**src/rtl/mdio_pkg.sv**
```systemverilog
package mdio_pkg;

  localparam int FRAME_W = 32;
  localparam int DATA_W  = 16;
  localparam int OP_HI   = 29;
  localparam int OP_LO   = 28;
  localparam logic [1:0] OP_READ = 2'b10;

  typedef enum logic [1:0] {
    SEL_FRAME = 2'd0,
    SEL_EVENT = 2'd1,
    SEL_MASK  = 2'd2,
    SEL_SPEED = 2'd3
  } reg_sel_e;

endpackage

```
**src/rtl/mdio_clkgen.sv**
```systemverilog
module mdio_clkgen #(
  parameter int SPD_W = 8
) (
  input  logic             clk,
  input  logic             rst,
  input  logic             load,
  input  logic [SPD_W-1:0] div_in,
  input  logic             run,
  output logic             mdc,
  output logic             tick_rise,
  output logic             tick_fall
);

  logic [SPD_W-1:0] div_q;
  logic [SPD_W-1:0] cnt;
  logic [SPD_W-1:0] cnt_last;
  logic             tick;

  always_comb begin
    cnt_last  = div_q - SPD_W'(1);
    tick      = run && (cnt == cnt_last);
    tick_rise = tick && !mdc;
    tick_fall = tick && mdc;
  end

  always_ff @(posedge clk) begin
    if (rst) begin
      div_q <= '0;
      cnt   <= '0;
      mdc   <= 1'b0;
    end else begin
      if (load) div_q <= div_in;
      if (!run) begin
        cnt <= '0;
        mdc <= 1'b0;
      end else if (tick) begin
        cnt <= '0;
        mdc <= ~mdc;
      end else begin
        cnt <= cnt + SPD_W'(1);
      end
    end
  end

endmodule

```
**src/rtl/mdio_shifter.sv**
```systemverilog
module mdio_shifter
  import mdio_pkg::*;
#(
  parameter int PRE_BITS = 32
) (
  input  logic               clk,
  input  logic               rst,
  input  logic               start,
  input  logic [FRAME_W-1:0] frame_in,
  input  logic               tick_rise,
  input  logic               tick_fall,
  input  logic               mdio_i,
  output logic               busy,
  output logic               mdio_o,
  output logic               mdio_oe,
  output logic               done,
  output logic               rd_done,
  output logic [DATA_W-1:0]  rd_word
);

  localparam int TOTAL = PRE_BITS + FRAME_W;
  localparam int IDX_W = $clog2(TOTAL);
  localparam logic [IDX_W-1:0] LAST_IDX = IDX_W'(TOTAL - 1);
  localparam logic [IDX_W-1:0] REL_IDX  = IDX_W'(PRE_BITS + 15);
  localparam logic [IDX_W-1:0] DAT_IDX  = IDX_W'(PRE_BITS + 16);

  logic [TOTAL-1:0]  preload;
  logic [TOTAL-1:0]  sh;
  logic [IDX_W-1:0]  idx;
  logic [IDX_W-1:0]  idx_nx;
  logic              is_rd;
  logic [DATA_W-1:0] cap;

  generate
    if (PRE_BITS > 0) begin : g_pre
      assign preload = {{PRE_BITS{1'b1}}, frame_in};
    end else begin : g_nopre
      assign preload = frame_in;
    end
  endgenerate

  assign idx_nx  = idx + IDX_W'(1);
  assign rd_word = cap;

  always_ff @(posedge clk) begin
    if (rst) begin
      sh      <= '0;
      idx     <= '0;
      is_rd   <= 1'b0;
      cap     <= '0;
      busy    <= 1'b0;
      mdio_o  <= 1'b0;
      mdio_oe <= 1'b0;
      done    <= 1'b0;
      rd_done <= 1'b0;
    end else begin
      done    <= 1'b0;
      rd_done <= 1'b0;
      if (start && !busy) begin
        sh      <= preload;
        idx     <= '0;
        is_rd   <= (frame_in[OP_HI:OP_LO] == OP_READ);
        busy    <= 1'b1;
        mdio_o  <= preload[TOTAL-1];
        mdio_oe <= 1'b1;
      end else if (busy) begin
        if (tick_rise && is_rd && (idx >= DAT_IDX)) begin
          cap <= {cap[DATA_W-2:0], mdio_i};
        end
        if (tick_fall) begin
          if (idx == LAST_IDX) begin
            busy    <= 1'b0;
            mdio_o  <= 1'b0;
            mdio_oe <= 1'b0;
            done    <= 1'b1;
            rd_done <= is_rd;
          end else begin
            sh      <= {sh[TOTAL-2:0], 1'b0};
            mdio_o  <= sh[TOTAL-2];
            idx     <= idx_nx;
            mdio_oe <= !(is_rd && (idx_nx >= REL_IDX));
          end
        end
      end
    end
  end

endmodule

```
**src/rtl/mdio_regs.sv**
```systemverilog
module mdio_regs
  import mdio_pkg::*;
#(
  parameter int SPD_W = 8
) (
  input  logic               clk,
  input  logic               rst,
  input  logic               reg_wr,
  input  logic [1:0]         reg_addr,
  input  logic [31:0]        reg_wdata,
  output logic [31:0]        reg_rdata,
  input  logic               busy,
  input  logic               done,
  input  logic               rd_done,
  input  logic [DATA_W-1:0]  rd_word,
  output logic               start,
  output logic [FRAME_W-1:0] frame_q,
  output logic [SPD_W-1:0]   speed_q,
  output logic               evt_bit,
  output logic               mask_bit,
  output logic               irq
);

  logic wr_frame, wr_event, wr_mask, wr_speed;

  always_comb begin
    wr_frame = reg_wr && (reg_addr == SEL_FRAME);
    wr_event = reg_wr && (reg_addr == SEL_EVENT);
    wr_mask  = reg_wr && (reg_addr == SEL_MASK);
    wr_speed = reg_wr && (reg_addr == SEL_SPEED);
    start    = wr_frame && !busy && (speed_q != '0);
  end

  always_ff @(posedge clk) begin
    if (rst) begin
      frame_q  <= '0;
      speed_q  <= '0;
      evt_bit  <= 1'b0;
      mask_bit <= 1'b0;
      irq      <= 1'b0;
      reg_rdata <= '0;
    end else begin
      if (start)        frame_q <= reg_wdata;
      else if (rd_done) frame_q[DATA_W-1:0] <= rd_word;

      if (done)                       evt_bit <= 1'b1;
      else if (wr_event && reg_wdata[0]) evt_bit <= 1'b0;

      if (wr_mask)  mask_bit <= reg_wdata[0];
      if (wr_speed) speed_q  <= reg_wdata[SPD_W-1:0];

      irq <= evt_bit & mask_bit;

      case (reg_addr)
        SEL_FRAME: reg_rdata <= frame_q;
        SEL_EVENT: reg_rdata <= {31'd0, evt_bit};
        SEL_MASK:  reg_rdata <= {31'd0, mask_bit};
        default:   reg_rdata <= {{(32-SPD_W){1'b0}}, speed_q};
      endcase
    end
  end

endmodule

```
**src/rtl/mdio_mgmt_master.sv**
```systemverilog
module mdio_mgmt_master
  import mdio_pkg::*;
#(
  parameter int SPD_W    = 8,
  parameter int PRE_BITS = 32
) (
  input  logic        clk,
  input  logic        rst,
  input  logic        reg_wr,
  input  logic [1:0]  reg_addr,
  input  logic [31:0] reg_wdata,
  output logic [31:0] reg_rdata,
  output logic        mdc,
  output logic        mdio_o,
  output logic        mdio_oe,
  input  logic        mdio_i,
  output logic        irq
);

  logic               busy;
  logic               start;
  logic               done;
  logic               rd_done;
  logic [DATA_W-1:0]  rd_word;
  logic [FRAME_W-1:0] frame_q;
  logic [SPD_W-1:0]   speed_q;
  logic               evt_bit;
  logic               mask_bit;
  logic               tick_rise;
  logic               tick_fall;

  mdio_regs #(.SPD_W(SPD_W)) u_regs (
    .clk(clk), .rst(rst),
    .reg_wr(reg_wr), .reg_addr(reg_addr), .reg_wdata(reg_wdata),
    .reg_rdata(reg_rdata),
    .busy(busy), .done(done), .rd_done(rd_done), .rd_word(rd_word),
    .start(start), .frame_q(frame_q), .speed_q(speed_q),
    .evt_bit(evt_bit), .mask_bit(mask_bit), .irq(irq)
  );

  mdio_clkgen #(.SPD_W(SPD_W)) u_clk (
    .clk(clk), .rst(rst),
    .load(start), .div_in(speed_q), .run(busy),
    .mdc(mdc), .tick_rise(tick_rise), .tick_fall(tick_fall)
  );

  mdio_shifter #(.PRE_BITS(PRE_BITS)) u_shift (
    .clk(clk), .rst(rst),
    .start(start), .frame_in(reg_wdata),
    .tick_rise(tick_rise), .tick_fall(tick_fall), .mdio_i(mdio_i),
    .busy(busy), .mdio_o(mdio_o), .mdio_oe(mdio_oe),
    .done(done), .rd_done(rd_done), .rd_word(rd_word)
  );

endmodule

```
**config.mk**
```make
export PLATFORM = sky130hd
export DESIGN_NAME = mdio_mgmt_master
export DESIGN_NICKNAME = d
export VERILOG_FILES = /design/src/rtl/mdio_pkg.sv /design/src/rtl/mdio_clkgen.sv /design/src/rtl/mdio_shifter.sv /design/src/rtl/mdio_regs.sv /design/src/rtl/mdio_mgmt_master.sv
export SDC_FILE = /design/constraint.sdc
export NUM_CORES = 1
export LEC_CHECK = 0
export BUFFER_PORTS_ARGS = -buffer_cell sky130_fd_sc_hd__buf_4
export CORE_ASPECT_RATIO = 2
export CORE_MARGIN = 3
export CORE_UTILIZATION = 45
export CTS_CLUSTER_SIZE = 40
export DETAILED_ROUTE_END_ITERATION = 6
export SLEW_MARGIN = 20
export SYNTH_ARGS = -nofsm -noshare
export SYNTH_HDL_FRONTEND = slang
export SYNTH_SLANG_ARGS = --single-unit
```
**constraint.sdc**
```tcl
create_clock -name clk -period 3.2 [get_ports clk]
set_input_delay 0.16 -clock clk [delete_from_list [all_inputs] [get_ports clk]]
set_output_delay 0.16 -clock clk [all_outputs]
set_load 0.005 [all_outputs]
```
======== Yosys cells after proc, flatten, opt, wreduce, memory -nomap -nowiden ========
Cells that the tools add are included.
storage, ports and cells
  bits in registers ....................... 183
  bits of input ports ..................... 38
  output and inout port bits .............. 36
  word-level logic and storage cells ...... 91
cells by class
  add/sub/neg operators ................... 3
  order comparisons ....................... 2
  equal/unequal tests ..................... 7
  muxes and demuxes ....................... 22
  bitwise gates (word level) .............. 6
  reductions and logical operators ........ 32
operator list
  operator                                                                 number
  63-bit two-way mux                                                       4
  32-bit case mux with 3 select lines                                      1
  16-bit two-way mux                                                       2
  1-bit two-way mux                                                        15
  1-bit logical AND                                                        14
  6-bit greater-or-equal comparator, second input constant                 2
  3-bit AND reduction                                                      3
  8-bit by 1-bit adder with 8-bit output, second input constant            1
  8-bit == test                                                            1
  2-bit nonzero test                                                       4
  8-bit nonzero test                                                       1
  8-bit by 1-bit subtractor with 8-bit output, second input constant       1
  6-bit by 1-bit adder with 6-bit output, second input constant            1
  2-bit == test, second input constant                                     3
  6-bit == test, second input constant                                     1
  1-bit inverter                                                           5
  5-bit OR reduction                                                       1
  2-bit OR reduction                                                       2
  4-bit OR reduction                                                       1
  1-bit logical NOT                                                        3
  3-bit OR reduction                                                       1
  2-bit by 1-bit == test with 1-bit output, second input constant          1
  2-bit logical NOT                                                        1
  2-bit by 1-bit inequality test with 1-bit output, second input constant  1
  2 further kinds                                                          2

======== Logic depth before layout (Yosys ltp) ========
  depth in word-level cells ............... 8
  depth in mapped cells ................... 10
  mapped depth without buffers ............ 8

======== Cells and area by module ========
From an unflattened synthesis, not the netlist that was laid out.
second synthesis, totals
  cells, all modules ...................... 853
  area total of the unflattened synthesis .. 7702.4 um^2
modules (own cells, without submodules)
  module        times used  cells each  area an instance (um^2)  sequential area each (um^2)
  mdio_shifter  1           465         3853.7                   1821.7
  mdio_regs     1           286         2932.8                   1501.4
  mdio_clkgen   1           102         915.9                    340.3

======== Least setup slack after synthesis ========
Ideal clock, no wire load.
  kind .................................... reg2reg
  from .................................... register u_clk.div_q[0]
  to ...................................... register u_shift.sh[34]
  library setup time ...................... 0.074 ns
  arrival ................................. 2.352 ns
  required time ........................... 3.126 ns
  slack ................................... 0.774 ns
  cell stages (with the launch flop) ...... 11
  buffers on the path ..................... 2
  clock period less this slack ............ 2.426 ns
  path through ............................ dfxtp_1 > inv_1 > ha_1 > nor3b_2 > and3_1 > o211a_1 > o31ai_2 > clkbuf_1 > clkbuf_1 > o21ai_0 > a31oi_1
on the way
  word-level cells in the longest chain between the ends .. 6
RTL lines
  element                                      RTL line            text
  from (decl)                                  mdio_clkgen.sv:14   logic [SPD_W-1:0] div_q;
  from (signal assigned)                       mdio_clkgen.sv:32   if (load) div_q <= div_in;
  8-bit by 1-bit subtractor with 8-bit output  mdio_clkgen.sv:20   cnt_last = div_q - SPD_W'(1);
  8-bit == test                                mdio_clkgen.sv:21   tick = run && (cnt == cnt_last);
  1-bit logical AND                            mdio_clkgen.sv:21
  1-bit logical AND                            mdio_clkgen.sv:23   tick_fall = tick && mdc;
  2-bit nonzero test (no line)                 n/a
  3-bit AND reduction (no line)                n/a
  to (signal assigned)                         mdio_shifter.sv:60  sh <= preload;
  to (signal assigned)                         mdio_shifter.sv:78  sh <= {sh[TOTAL-2:0], 1'b0};
  to (decl)                                    mdio_shifter.sv:28  logic [TOTAL-1:0] sh;
No other way between the ends.
A chain may end at the register's enable or synchronous reset.

======== Worst setup path in the final report ========
  from .................................... register u_clk.div_q[0]
  to ...................................... register u_shift.sh[1]
Same word-level chain as after synthesis.

==> results.md <==
- Reg clk slew, reported paths: 0.07 ns
- Most Frequent Cell on Critical Path: xnor2_1
- Drt via density: 5.90
- Post-route ant nets: 0
- Post-synth top flop: dfxtp_1
- Post-Route WL: 19400 µm
- Setup WS pre-CTS: 0.443 ns
- Outcome: finished clean
- #FFs+latches synth: 183
- CTS Sinks: 183
- Post-route clock period utilization: 0.883
- Final Instance Count excl. Fillers: 1109
- Fin area: 8900 µm²
- Cell accounting for the most synthesized area: dfxtp_1
- Initial antenna violation count: 0
- Sequential-to-total area share from yosys stat: 0.492
- Worst Setup End Kind: register
- Synth Area in Compound Gates: 0.214
- Distinct cells, synth: 53
- Main combinational cell family by area after synthesis: compound AO/OA/AOI/OAI gates
- Slew Viols, Final: 0
- CP max FO: 21
- Maximum vdd drop: 0.000336 V
- Clock buffer depth: 2
- Max Cap Violations: 0
- Die area: 18200 µm²
- 1st-iter DRT viols: 370
- Via count of the routed design: 6548
- Placed insts: 1065
- Leakage: 3.07 nW
- Xor/xnor share of the synthesized area: 0.0165
- Worst Path Required: 3.55 ns
- Ys async rst share: 0
- Worst Tran Pin Value: 0.827 ns
- Layout cells sized above 1: 0.160
- H-tree Lvls: 4
- Critical-path cell list: inv_1, ha_1, xnor2_1, xnor2_1, a211oi_1, o211a_2, buf_4, nand4_1, a31oi_1
- Relative slew slack: 0.448
- Synthesized area per cell: 8.77 µm²
- Routed length per instance: 17.5 µm
- Post-DP Area: 8170 µm²
- Worst path slowest cell: o211a_2
- Core area: 16300 µm²
- Crit start category: register
- EDFF count, synth: 0
- Pwr per Cell Area: 536 nW/µm²
- Crit path buffers/inverters: 2
- Drt drc: 0
- Die Span Y: 188 µm
- Simple-gate share of the synthesized area: 0.195
- Tmin final: 2.82 ns
- Fmax: 0.354 GHz
- Nets: 934
- Commonest cells in the netlist: dfxtp_1 (183), nand4_1 (85), o21ai_0 (84)
- Root Driver: clkbuf_16
- Num CTS Buffers: 17
- Synthesis-to-layout area growth: 19.5%
- Endpoints failing setup: 0
- Grt ovf: 0
- Mapped Cells: 850
- Most common cell in the synthesized netlist: dfxtp_1
- Crit-path leading delay family: compound AO/OA/AOI/OAI gates
- CTS tree: done
- Final hold viol count: 0
- # IOs: 74
- Synth top area share: 0.492
- Synth Area in Adders: 0.00672
- CP Data Arrival Time: 3.17 ns
- Pre-antenna DRT Iters: 5
- GP Congestion: 0.808
- Cell Area, Synth: 7450 µm²
- # port buffers: 73
- Die width: 97.0 µm
- CP max stage delay: 0.60 ns
- Total chip power: 4.77 mW
- RSZ-0062 raised after global routing: no
- Syn Nets: 892
- CP Class: reg2reg
- Final Skew: 0.0123 ns
- Largest net degree at the start of global routing: 82
- Global-route wire length before repair: 32300 µm
- Row cnt: 66
- Synthesis warning total: 0
- Number of global-route vias before repair: 6519
- Hold_ws: 0.0127 ns
- Clk Latency, worst-skew pair: 0.43 ns
- Layout filler cell count: 1511
- N_diodes: 0
- Setup TNS: 0 ns
- Hpwl dp: 12600 µm
- Hold crit path type: in2reg
- Resized Gates After CTS: 0
- Starting density of the core: 0.458
- Dominant cells by area after synthesis: dfxtp_1 (49%), nand4_1 (7.1%), o21ai_0 (5.6%)
- Setup WS post-layout: 0.376 ns
- GRT Overall Usage: 0.213
- Final core occ: 0.547
- Post-synthesis mux area share: 0.0260
flip-flops by register name, summed over array words and instances (netlist names):
register,count
u_regs.evt_bit,1
u_clk.div_q,8
u_shift.idx,6
u_clk.mdc,1
u_regs.speed_q,8
u_regs.mask_bit,1
u_shift.mdio_o,1
u_shift.sh,63
u_regs.frame_q,32
u_shift.mdio_oe,1
u_shift.rd_word,16
u_clk.cnt,8
u_shift.busy,1
u_shift.rd_done,1
u_shift.done,1
u_shift.is_rd,1
u_regs.reg_rdata,32
u_regs.irq,1
cells by family (layout without fill, tap and decap cells):
family / count (synthesis) / count (layout)
AOI/OAI and AO/OA: 267 / 267
xor gates and xnor gates: 14 / 14
adders and majority gates: 4 / 4
buffers and inverters: 94 / 149
DFF: 183 / 183
muxes: 18 / 18
and+or+nand+nor: 270 / 270
cell type report:
type | instances | area (µm²) | share of cell area
Clock buffer | 17 | 425 | 0.0478
Inverter | 8 | 30.0 | 0.00337
Multi-Input combinational cell | 573 | 3460 | 0.389
Clock inverter | 15 | 185 | 0.0208
Sequential cell | 183 | 3660 | 0.411
Timing Repair Buffer | 109 | 886 | 0.0995
Tap cell | 204 | 255 | 0.0287
power by group:
group          internal (mW)  switching (mW)
Sequential              2.33          0.0323
Combinational          0.102           0.140
Clock                   1.19           0.973
worst min-delay path, cell delays in order:
cell	delay, ns
buf_4	0.11
nand2_1	0.06
a21oi_1	0.06
repair_timing:
action | in CTS | in global routing
buffers inserted | 0 | 0
hold buffers | 12 | 0
endpoints found under the hold margin | 12 | 0
per-layer routing:
metal / GRT usage / part of all wire / up-vias
met4: 0.0946 / 0.030 / 0
met2: 0.381 / 0.53 / 162
met3: 0.0316 / 0.031 / 30
li1: - / - / 3203
met5: 0 / 0 / -
met1: 0.250 / 0.40 / 3153
worst paths after layout:
path,to,cells past startpoint,startpoint,slack (ns)
worst max-delay path,u_shift.sh[1],9,u_clk.div_q[0],0.38
worst min-delay path,u_regs.frame_q[27],3,reg_wdata[27],0.01
worst max register to register,u_shift.sh[1],9,u_clk.div_q[0],0.38
worst min register to register,u_regs.frame_q[17],2,u_regs.frame_q[17],0.45
cells in the final DEF (no fill, tap or decap), types with 3 or more instances in the layout:
| cell | count |
|---|---|
| xor2_1 | 9 |
| nor2_1 | 38 |
| and2_1 | 27 |
| nor4_1 | 5 |
| inv_1 | 8 |
| clkbuf_16 | 17 |
| a21oi_1 | 73 |
| buf_4 | 94 |
| a22oi_1 | 8 |
| mux2i_1 | 16 |
| o21ai_0 | 84 |
| and3_1 | 4 |
| nand3_1 | 16 |
| nor3_1 | 6 |
| o21bai_1 | 15 |
| nor2b_1 | 3 |
| dlygate4sd3_1 | 12 |
| xnor2_1 | 5 |
| buf_12 | 3 |
| nand3b_1 | 3 |
| ha_1 | 4 |
| nand4_1 | 85 |
| a31oi_1 | 48 |
| o31ai_1 | 5 |
| inv_8 | 6 |
| nand2_1 | 65 |
| clkinvlp_4 | 3 |
| dfxtp_1 | 183 |
| a311oi_1 | 16 |
No activity file was read; power rests on OpenSTA's default activity.
